### config.mk
export PLATFORM = sky130hd
export DESIGN_NAME = mute_timer
export DESIGN_NICKNAME = d
export VERILOG_FILES = /design/src/rtl/mute_pkg.sv /design/src/rtl/mute_count.sv /design/src/rtl/mute_ctrl.sv /design/src/rtl/mute_timer.sv
export SDC_FILE = /design/constraint.sdc
export NUM_CORES = 1
export LEC_CHECK = 0
export ABC_AREA = 1
export BUFFER_PORTS_ARGS = -buffer_cell sky130_fd_sc_hd__buf_4
export CAP_MARGIN = 20
export CORE_AREA = 2 2 39 41
export CTS_BUF_LIST = sky130_fd_sc_hd__clkbuf_16
export DETAILED_ROUTE_END_ITERATION = 7
export DIE_AREA = 0 0 41 43
export GPL_TIMING_DRIVEN = 1
export PLACE_DENSITY = 0.48
export SLEW_MARGIN = 10
export SYNTH_ARGS = -nofsm -noshare
export SYNTH_HDL_FRONTEND = slang
export SYNTH_SLANG_ARGS = --single-unit
### constraint.sdc
create_clock -name clk -period 1.29 [get_ports clk]
set_clock_uncertainty 0.1 [all_clocks]
set_input_delay 0.258 -clock clk [delete_from_list [all_inputs] [get_ports clk]]
set_output_delay 0.258 -clock clk [all_outputs]
set_load 0.02 [all_outputs]
### src/rtl/mute_pkg.sv
package mute_pkg;
  typedef struct packed {
    logic load;
    logic dec;
  } cntCmd_t;

  localparam logic [1:0] MODE_NORMAL = 2'b00;
endpackage

### src/rtl/mute_count.sv
module mute_count
  import mute_pkg::*;
#(
  parameter int INTERVAL_TICKS = 15,
  localparam int CW = $clog2(INTERVAL_TICKS + 1)
) (
  input  logic          clk,
  input  logic          rstN,
  input  cntCmd_t       cmd,
  output logic [CW-1:0] cntVal,
  output logic          cntZero,
  output logic          cntOne
);
  localparam logic [CW-1:0] FULL = CW'(INTERVAL_TICKS);

  logic [CW-1:0] count;

  always_ff @(posedge clk or negedge rstN) begin
    if (!rstN)         count <= FULL;
    else if (cmd.load) count <= FULL;
    else if (cmd.dec)  count <= count - 1'b1;
  end

  assign cntVal  = count;
  assign cntZero = (count == '0);
  assign cntOne  = (count == CW'(1));


  no_underflow_chk: assert property (@(posedge clk) disable iff (!rstN)
    cmd.dec |-> count != '0);


  load_full_chk: assert property (@(posedge clk) disable iff (!rstN)
    cmd.load |=> count == FULL);
endmodule

### src/rtl/mute_ctrl.sv
module mute_ctrl
  import mute_pkg::*;
(
  input  logic       clk,
  input  logic       rstN,
  input  logic       latchStb,
  input  logic       reqBit,
  input  logic [1:0] modeSel,
  input  logic       tickStb,
  input  logic       cntZero,
  input  logic       cntOne,
  output cntCmd_t    cmd,
  output logic       busy,
  output logic       pulseOn
);
  logic trigger;
  logic busyDone;

  assign trigger  = latchStb && reqBit && (modeSel == MODE_NORMAL) && !busy;
  assign busyDone = busy && tickStb && cntOne;

  always_ff @(posedge clk or negedge rstN) begin
    if (!rstN)         busy <= 1'b1;
    else if (busyDone) busy <= 1'b0;
  end

  always_comb begin
    cmd.load = trigger;
    cmd.dec  = tickStb && !cntZero && !trigger;
  end

  assign pulseOn = !busy && !cntZero;


  busy_hold_chk: assert property (@(posedge clk) disable iff (!rstN)
    (busy && !(tickStb && cntOne)) |=> busy);


  busy_gate_chk: assert property (@(posedge clk) disable iff (!rstN)
    busy |-> !cmd.load);
endmodule

### src/rtl/mute_timer.sv
module mute_timer
  import mute_pkg::*;
#(
  parameter int INTERVAL_TICKS = 15,
  parameter bit ACTIVE_HIGH    = 1'b1
) (
  input  logic       clk,
  input  logic       rstN,
  input  logic       latchStb,
  input  logic       reqBit,
  input  logic [1:0] modeSel,
  input  logic       tickStb,
  output logic       statusOut
);
  localparam int   CW       = $clog2(INTERVAL_TICKS + 1);
  localparam logic IDLE_LVL = ACTIVE_HIGH ? 1'b0 : 1'b1;

  cntCmd_t       cmd;
  logic [CW-1:0] cntVal;
  logic          cntZero, cntOne, busy, pulseOn;

  mute_ctrl u_ctrl (
    .clk(clk), .rstN(rstN), .latchStb(latchStb), .reqBit(reqBit),
    .modeSel(modeSel), .tickStb(tickStb), .cntZero(cntZero),
    .cntOne(cntOne), .cmd(cmd), .busy(busy), .pulseOn(pulseOn)
  );

  mute_count #(.INTERVAL_TICKS(INTERVAL_TICKS)) u_count (
    .clk(clk), .rstN(rstN), .cmd(cmd), .cntVal(cntVal),
    .cntZero(cntZero), .cntOne(cntOne)
  );

  generate
    if (ACTIVE_HIGH) begin : g_pos
      assign statusOut = pulseOn;
    end else begin : g_neg
      assign statusOut = !pulseOn;
    end
  endgenerate


  busy_idle_chk: assert property (@(posedge clk) disable iff (!rstN)
    busy |-> statusOut == IDLE_LVL);


  start_on_chk: assert property (@(posedge clk) disable iff (!rstN)
    (latchStb && reqBit && modeSel == 2'b00 && !busy) |=> statusOut != IDLE_LVL);


  mode_ignore_chk: assert property (@(posedge clk) disable iff (!rstN)
    (latchStb && modeSel != 2'b00 && !tickStb) |=> $stable(cntVal));


  clear_ignore_chk: assert property (@(posedge clk) disable iff (!rstN)
    (latchStb && !reqBit && !tickStb) |=> $stable(cntVal));
endmodule

[Yosys cells after proc, flatten, opt, wreduce, memory -nomap -nowiden]
Cells that the tools add are included.
Storage, ports and cells
  word-level logic and storage cells: 20
  output and inout bits: 1
  flip-flop bits (word level): 5
  bits of input ports: 7
Operators by class
  multiplexer cells: 2
  equality and inequality tests: 1
  add/subtract/negate cells: 1
  reduce and logical (&&, ||, !) cells: 14
Operator list (number)
  1-bit logical AND: 8
  4-bit 2-to-1 mux: 2
  4-bit by 1-bit equality test with 1-bit output (second input constant): 1
  4-bit zero test: 1
  4-bit by 1-bit subtractor with 4-bit output (second input constant): 1
  1-bit zero test: 3
  2-bit zero test: 1
  2-bit nonzero test: 1

[Depth between registers and ports, before layout]
Gate-level depths: netlist of run 1.
  word-level depth: 7
  mapped depth: 7
  gate-level depth less buffers: 7

[Modules after synthesis]
Synthesis of run 1 repeated with hierarchy kept, for this count alone.
Second synthesis, totals
  cell total of the unflattened synthesis: 38
  area total of the unflattened synthesis: 315.3 sq um
Modules (own cells, without submodules)
  mute_count: sequential area each 105.1 sq um, instances 1, area an instance 234.0 sq um, cells each 27
  mute_ctrl: sequential area each 26.3 sq um, instances 1, area an instance 81.3 sq um, cells each 11

[Worst setup path after synthesis of run 1]
Ideal clock, no wire load.
  path kind: reg-to-output
  start point: register u_count.count[0], in the netlist u_count.cntVal[0]
  end point: output port statusOut
  required time: 0.932 ns
  path slack: -0.283 ns
  cell stages (with the launch flop): 4
  buffers on the path: 0
  data arrival time: 1.215 ns
  cells stage by stage: dfstp_2 -> inv_1 -> ha_1 -> a21oi_1
On the way
  cells in the longest elaborated chain, start to end: 3
RTL lines
  start: declaration: RTL line mute_count.sv:16  | logic [CW-1:0] count;
  start signal: assignment: RTL line mute_count.sv:21  | else if (cmd.dec) count <= count - 1'b1;
  4-bit zero test: RTL line mute_count.sv:25  | assign cntZero = (count == '0);
  1-bit zero test: RTL line mute_ctrl.sv:32  | assign pulseOn = !busy && !cntZero;
  1-bit logical AND: RTL line mute_ctrl.sv:32
  end: declaration: RTL line mute_timer.sv:13  | output logic statusOut
No other way between the ends.

[Final worst setup path of run 1]
Same ends and word-level chain as after synthesis.

==> results of run 1 <==
-- metrics by stage --
step | utilization [%] | cell area (µm²) | cells | TNS [ns]
floorplan | - | 363 | 40 | -0.00477
global placement | 34.7 | 480 | 69 | -0.0541
detailed placement | 34.7 | 480 | 69 | -0.0588
CTS | 43.4 | 601 | 77 | -0.528
global route | 44.1 | 611 | 77 | -0.772
finish | 44.1 | 611 | 77 | -0.534
-- power breakdown --
part | internal, W | switching, W | total [W]
logic | 0.000460 | 0.000444 | 0.000903
clock network | 0.000402 | 0.000111 | 0.000514
registers | 0.000293 | 0.0000580 | 0.000351
total | 0.00115 | 0.000613 | 0.00177
-- registers in the layout (all words and copies together), names as in the netlist --
| register | count |
|---|---|
| u_ctrl.busy | 1 |
| u_count.cntVal | 4 |
-- placed cells by master, fill, tap and decap left out --
| master | n |
|---|---|
| a21oi_4 | 1 |
| a31oi_1 | 1 |
| buf_4 | 15 |
| buf_6 | 1 |
| clkbuf_16 | 3 |
| dfstp_2 | 5 |
| dlygate4sd3_1 | 1 |
| ha_1 | 1 |
| ha_4 | 1 |
| inv_1 | 3 |
| inv_2 | 4 |
| nand2_1 | 6 |
| nand2_2 | 4 |
| nand2_4 | 3 |
| nand3_1 | 5 |
| nand3_4 | 1 |
| nand4_1 | 1 |
| nor2_1 | 1 |
| nor2_2 | 2 |
| o21ai_2 | 2 |
-- critical path, delay by kind of cell, from the launching register on --
family,cells,cell delay (ns)
buf+inv,2,0.17
fa+ha+maj,1,0.16
compound gates,1,0.11
flops,1,0.53
-- cell type report --
cell class                      count  area (µm²)
Inverter                            6        22.5
Timing Repair Buffer               17         134
Fill cell                         138         773
Clock buffer                        3        75.1
Sequential cell                     5         131
Multi-Input combinational cell     29         224
Clock inverter                      1        3.75
Tap cell                           16        20.0
-- synth_stat cells (all sizes together) --
cell / instances / area share, %
dfstp: 5 / 39
a31oi: 1 / 1.8
a21oi: 1 / 1.5
nand3: 6 / 13
nand4: 1 / 1.8
o21ai: 2 / 5.2
ha: 2 / 7.4
nor2: 3 / 4.8
inv: 6 / 6.6
nand2: 13 / 20
-- metal layers --
layer	up-vias	global-route usage (%)	wire, µm
li1	171	-	-
met1	138	13.0	353
met2	11	15.3	339
met3	3	3.14	52
met4	0	10.0	24
met5	-	0	0
-- cell families (layout without fill, tap and decap cells) --
kind of cell	after synthesis	count (layout)	share of synthesized area [%]
and+or+nand+nor	23	23	38.7
DFF	5	5	38.7
buffers and inverters	6	27	6.64
adders and majority gates	2	2	7.38
AOI/OAI and AO/OA	4	4	8.49
-- worst min-delay path by stage --
stage            start           endpoint  slack, ns  cells past startpoint
2_1_floorplan     rstN  u_count.cntVal[0]       0.01                      0
3_3_place_gp      rstN  u_count.cntVal[2]       0.14                      1
3_5_place_dp      rstN  u_count.cntVal[2]       0.14                      1
4_1_cts        tickStb        u_ctrl.busy       0.13                      2
5_1_grt        tickStb        u_ctrl.busy       0.14                      2
6_report       tickStb        u_ctrl.busy       0.13                      2
-- timing repair --
action / CTS / global route
endpoints found under the hold margin: 5 / 0
gates resized for setup: 2 / 4
hold buffers: 1 / 0
buffers inserted: 3 / 1
pin swaps: 1 / 2
setup endpoints to repair: 1 / 5
==> metrics.txt, run 1 <==
# TYPE chip_impl_metric gauge
chip_impl_metric{name="core_area",unit="µm²"} 1380
chip_impl_metric{name="clk_latency_worst_skew_pair",unit="ns"} 0.23
chip_impl_metric{name="max_slew.worst_pin.slew",unit="ns"} 0.291
chip_impl_info{name="violations",value="negative setup slack"} 1
chip_impl_metric{name="route.detailed.vias_per_inst",unit=""} 4.19
chip_impl_metric{name="dpl.hpwl",unit="µm"} 545
chip_impl_metric{name="grt_remaining_overflow",unit=""} 0
chip_impl_metric{name="top_level_ports",unit=""} 8
chip_impl_info{name="worst_r2r_src",value="u_count.cntVal[0]"} 1
chip_impl_metric{name="power-per-cell-area",unit="nW/µm²"} 2900
chip_impl_metric{name="finalSetupViolCount",unit=""} 5
chip_impl_metric{name="gp_congestion",unit=""} 0.708
chip_impl_metric{name="syn_area",unit="µm²"} 339
chip_impl_metric{name="cts_htree_levels",unit=""} 1
chip_impl_metric{name="cap_violations",unit=""} 0
chip_impl_metric{name="postSynthCellCount",unit=""} 40
chip_impl_info{name="crit_chain",value="inv_2, ha_4, a21oi_4, buf_6"} 1
chip_impl_metric{name="crit_path_max_fanout",unit=""} 2
chip_impl_metric{name="detail_route.iter0.violations",unit=""} 5
chip_impl_metric{name="relSlewSlack",unit="%"} 80.6
chip_impl_metric{name="arrival",unit="ns"} 1.20
chip_impl_metric{name="initial_utilization",unit="%"} 24.5
chip_impl_info{name="critPathLaunchType",value="register"} 1
chip_impl_info{name="worst_r2r_endpoint",value="u_count.cntVal[1]"} 1
chip_impl_metric{name="slowest_delay",unit="ns"} 0.53
chip_impl_metric{name="antenna_diode_instance_count",unit=""} 0
chip_impl_metric{name="regToRegSetupSlack",unit="ns"} -0.08
chip_impl_metric{name="routed-via-count",unit=""} 323
chip_impl_metric{name="final_layout_size_suffix_gt1_share",unit="%"} 68.9
chip_impl_metric{name="grt_max_degree",unit=""} 7
chip_impl_metric{name="clk_pin_slew_worst_paths",unit="ns"} 0.03
chip_impl_metric{name="cp.required",unit="ns"} 0.93
chip_impl_metric{name="final_max_slew_viol_count",unit=""} 0
chip_impl_metric{name="routed_wirelength",unit="µm"} 769
chip_impl_metric{name="pre_cts_ws",unit="ns"} -0.0588
chip_impl_metric{name="dieArea",unit="µm²"} 1760
chip_impl_metric{name="synth.yosys.seq_area_share",unit="%"} 38.7
chip_impl_metric{name="hold_viol",unit=""} 0
chip_impl_info{name="cp-endpoint",value="statusOut"} 1
chip_impl_metric{name="first_global_vias",unit=""} 305
chip_impl_metric{name="clockBufferDepth",unit=""} 2
chip_impl_info{name="rsz_0062_raised_after_global_routing",value="yes"} 1
chip_impl_metric{name="clock_sinks",unit=""} 5
chip_impl_metric{name="layout.nets",unit=""} 71
chip_impl_info{name="cpMaxStageDelayCell",value="dfstp_2"} 1
chip_impl_info{name="tritoncts",value="done"} 1
chip_impl_metric{name="average_routed_wire_per_standard_cell",unit="µm"} 9.99
chip_impl_metric{name="total_power",unit="W"} 0.00177
chip_impl_metric{name="leakage",unit="nW"} 0.295
chip_impl_info{name="hp-class",value="in -> reg"} 1
chip_impl_metric{name="grt_antenna_before_repair",unit=""} 0
chip_impl_info{name="timing_worst_setup_path_type",value="reg -> out"} 1
chip_impl_metric{name="fp.dieH",unit="µm"} 43
chip_impl_metric{name="number_of_placement_rows",unit=""} 14
chip_impl_metric{name="yosysUniqueCellTypes",unit=""} 15
chip_impl_info{name="run_status",value="finished with violations"} 1
chip_impl_metric{name="yosysWarningCount",unit=""} 0
chip_impl_metric{name="layout_worst_path_cycle_share",unit="%"} 121
chip_impl_metric{name="max_freq",unit="MHz"} 642
chip_impl_metric{name="drt_pass1_iterations",unit=""} 4
chip_impl_metric{name="postSynthAreaPerCell",unit="µm²"} 8.48
chip_impl_metric{name="hold_ws",unit="ns"} 0.131
chip_impl_metric{name="layout_setup_ws",unit="ns"} -0.268
chip_impl_metric{name="antenna_violating_nets_post_route",unit=""} 0
chip_impl_metric{name="groute.usage.overall",unit="%"} 11.1
chip_impl_metric{name="grt_first_pass_wirelength",unit="mm"} 1.22
chip_impl_metric{name="worstRegToRegCells",unit=""} 8
chip_impl_metric{name="area_delta_synth_final",unit="%"} 80.1
chip_impl_metric{name="ys_seq_elements",unit=""} 5
chip_impl_metric{name="drc",unit=""} 0
chip_impl_metric{name="io_buffers",unit=""} 7
chip_impl_metric{name="mappedNetlistNets",unit=""} 49
chip_impl_metric{name="min_period",unit="ns"} 1.56
chip_impl_metric{name="cts-buffers-inserted",unit=""} 3
chip_impl_info{name="critPathLaunch",value="u_count.cntVal[0]"} 1
chip_impl_metric{name="ir_worst_vdd",unit="mV"} 0.891
chip_impl_metric{name="die_w",unit="µm"} 41
chip_impl_info{name="clk_root_buffer_cell",value="clkbuf_16"} 1
chip_impl_info{name="critPathCaptureType",value="primary output"} 1
(Power assumes the default switching activity.)
==> inputs of run 2 (changes only) <==
RECOVER_POWER = 100   (was unset)
==> metrics.txt, run 2 (synthesis gave the netlist of run 1 again) <==
# TYPE chip_impl_metric gauge
chip_impl_metric{name="ir_worst_vdd",unit="mV"} 0.891
chip_impl_metric{name="relSlewSlack",unit="%"} 80.6
chip_impl_info{name="tritoncts",value="done"} 1
chip_impl_metric{name="layout_worst_path_cycle_share",unit="%"} 121
chip_impl_metric{name="initial_utilization",unit="%"} 24.5
chip_impl_metric{name="placedInstanceArea",unit="µm²"} 480
chip_impl_metric{name="layout.nets",unit=""} 71
chip_impl_metric{name="pre_cts_ws",unit="ns"} -0.0588
chip_impl_metric{name="routed_wirelength",unit="µm"} 769
chip_impl_metric{name="clockBufferDepth",unit=""} 2
chip_impl_metric{name="grt_remaining_overflow",unit=""} 0
chip_impl_info{name="run_status",value="finished with violations"} 1
chip_impl_metric{name="power-per-cell-area",unit="nW/µm²"} 2910
chip_impl_metric{name="global_route.usage.met1",unit="%"} 13.0
chip_impl_metric{name="grt_first_pass_wirelength",unit="mm"} 1.22
chip_impl_metric{name="cap_violations",unit=""} 0
chip_impl_metric{name="postLayoutCellArea",unit="µm²"} 607
chip_impl_metric{name="dieArea",unit="µm²"} 1760
chip_impl_info{name="layout.cells.most_common",value="buf_4"} 1
chip_impl_info{name="clk_root_buffer_cell",value="clkbuf_16"} 1
chip_impl_metric{name="largest_register_ffs",unit=""} 4
chip_impl_metric{name="dpl.hpwl",unit="µm"} 545
chip_impl_metric{name="io_buffers",unit=""} 7
chip_impl_metric{name="crit_path_max_fanout",unit=""} 2
chip_impl_metric{name="top_level_ports",unit=""} 8
chip_impl_metric{name="number_of_placement_rows",unit=""} 14
chip_impl_metric{name="grt_antenna_before_repair",unit=""} 0
chip_impl_info{name="timing_worst_setup_path_type",value="reg -> out"} 1
chip_impl_info{name="layout_common_cells",value="buf_4, nand2_1, nand3_1, dfstp_2"} 1
chip_impl_metric{name="cp.required",unit="ns"} 0.93
chip_impl_metric{name="arrival",unit="ns"} 1.20
chip_impl_info{name="hp-class",value="in -> reg"} 1
chip_impl_metric{name="final_max_slew_viol_count",unit=""} 0
chip_impl_metric{name="routed-via-count",unit=""} 325
chip_impl_metric{name="hold_ws",unit="ns"} 0.132
chip_impl_metric{name="fillCellCount",unit=""} 140
chip_impl_info{name="rsz_0062_raised_after_global_routing",value="yes"} 1
chip_impl_metric{name="first_global_vias",unit=""} 305
chip_impl_metric{name="gr_layer_usage_met3",unit="%"} 3.14
chip_impl_metric{name="drc",unit=""} 0
chip_impl_metric{name="leakage",unit="nW"} 0.292
chip_impl_info{name="violations",value="negative setup slack"} 1
chip_impl_metric{name="layout_setup_ws",unit="ns"} -0.267
chip_impl_metric{name="clk_pin_slew_worst_paths",unit="ns"} 0.03
chip_impl_metric{name="core_area",unit="µm²"} 1380
chip_impl_metric{name="cts-buffers-inserted",unit=""} 3
chip_impl_metric{name="area_delta_synth_final",unit="%"} 79.0
chip_impl_metric{name="hold_path_depth",unit=""} 2
chip_impl_metric{name="detail_route.iter0.violations",unit=""} 5
chip_impl_metric{name="max_slew.worst_pin.slew",unit="ns"} 0.291
chip_impl_metric{name="max_freq",unit="MHz"} 642
chip_impl_info{name="critPathLaunchType",value="register"} 1
chip_impl_metric{name="finalSetupViolCount",unit=""} 5
chip_impl_metric{name="antenna_diode_instance_count",unit=""} 0
chip_impl_info{name="grt-busiest-layer",value="met2"} 1
chip_impl_metric{name="met2_usage",unit="%"} 15.3
chip_impl_metric{name="drt_pass1_iterations",unit=""} 4
chip_impl_metric{name="antenna_violating_nets_post_route",unit=""} 0
chip_impl_metric{name="worstRegToRegCells",unit=""} 8
chip_impl_metric{name="gp_congestion",unit=""} 0.708
chip_impl_metric{name="final_layout_size_suffix_gt1_share",unit="%"} 67.2
chip_impl_metric{name="die_w",unit="µm"} 41
chip_impl_metric{name="hold_viol",unit=""} 0
chip_impl_metric{name="route.detailed.vias_per_inst",unit=""} 4.22
chip_impl_metric{name="average_routed_wire_per_standard_cell",unit="µm"} 9.99
chip_impl_metric{name="min_period",unit="ns"} 1.56
chip_impl_metric{name="cts_htree_levels",unit=""} 1
chip_impl_metric{name="clock_sinks",unit=""} 5
chip_impl_metric{name="fp.dieH",unit="µm"} 43
chip_impl_info{name="critPathCaptureType",value="primary output"} 1
chip_impl_metric{name="total_power",unit="W"} 0.00177
chip_impl_metric{name="clk_latency_worst_skew_pair",unit="ns"} 0.23
chip_impl_metric{name="groute.usage.overall",unit="%"} 11.1
chip_impl_metric{name="grt_max_degree",unit=""} 7
## run 2: cell types whose count changed in the layout (fill, tap and decap cells not counted), sizes merged
| cell | delta |
|---|---|
| buf | -1 |
| clkbuf | +1 |
## run 2: per-layer routing
metal	wire, µm	up-vias
li1	-	171
met1	347	139
met2	345	12
met3	50	3
met4	26	0
met5	0	-
## run 2: final cells by class
type                       instances  area [µm²]  share of cell area, %
inverter                           6        22.5                   3.71
clock inverter                     1        3.75                  0.619
tap                               16        20.0                   3.30
multi-input combinational         29         224                   36.9
timing repair buffer              17         130                   21.4
sequential                         5         131                   21.6
clock buffer                       3        75.1                   12.4
## run 2: worst paths after layout
check	startpoint	to	slack, ns
hold / removal	tickStb	u_ctrl.busy	0.13
max in group asynchronous	rstN	u_count.cntVal[3]	0.49
setup reg to reg	u_count.cntVal[0]	u_count.cntVal[1]	-0.07
min in group asynchronous	rstN	u_ctrl.busy	0.57
hold reg to reg	u_ctrl.busy	u_ctrl.busy	0.40
setup / recovery	u_count.cntVal[0]	statusOut	-0.27
## run 2: repair_timing
item | in CTS | in global routing
resized for setup | 2 | 4
hold endpoints to repair | 5 | 0
pin swaps | 1 | 2
buffers inserted | 3 | 1
setup endpoints to repair | 1 | 5
hold buffers | 1 | 0
## run 2: power breakdown
| group | total (W) | internal [W] | switching (W) |
|---|---|---|---|
| sequential | 0.000351 | 0.000293 | 0.0000580 |
| combinational | 0.000902 | 0.000458 | 0.000444 |
| clock | 0.000514 | 0.000402 | 0.000112 |
| total | 0.00177 | 0.00115 | 0.000613 |
## run 2: worst max-delay path: stages, from the launching register on
cell     delay [ns]
dfstp_2        0.53
inv_2          0.05
ha_4           0.16
a21oi_4        0.11
buf_6          0.12
## run 2: stage by stage
step / util (%) / cells / TNS, ns
floorplan: - / 40 / -0.00477
global placement: 34.7 / 69 / -0.0541
detailed placement: 34.7 / 69 / -0.0588
CTS: 43.4 / 77 / -0.528
global route: 43.9 / 77 / -0.772
finish: 43.9 / 77 / -0.535
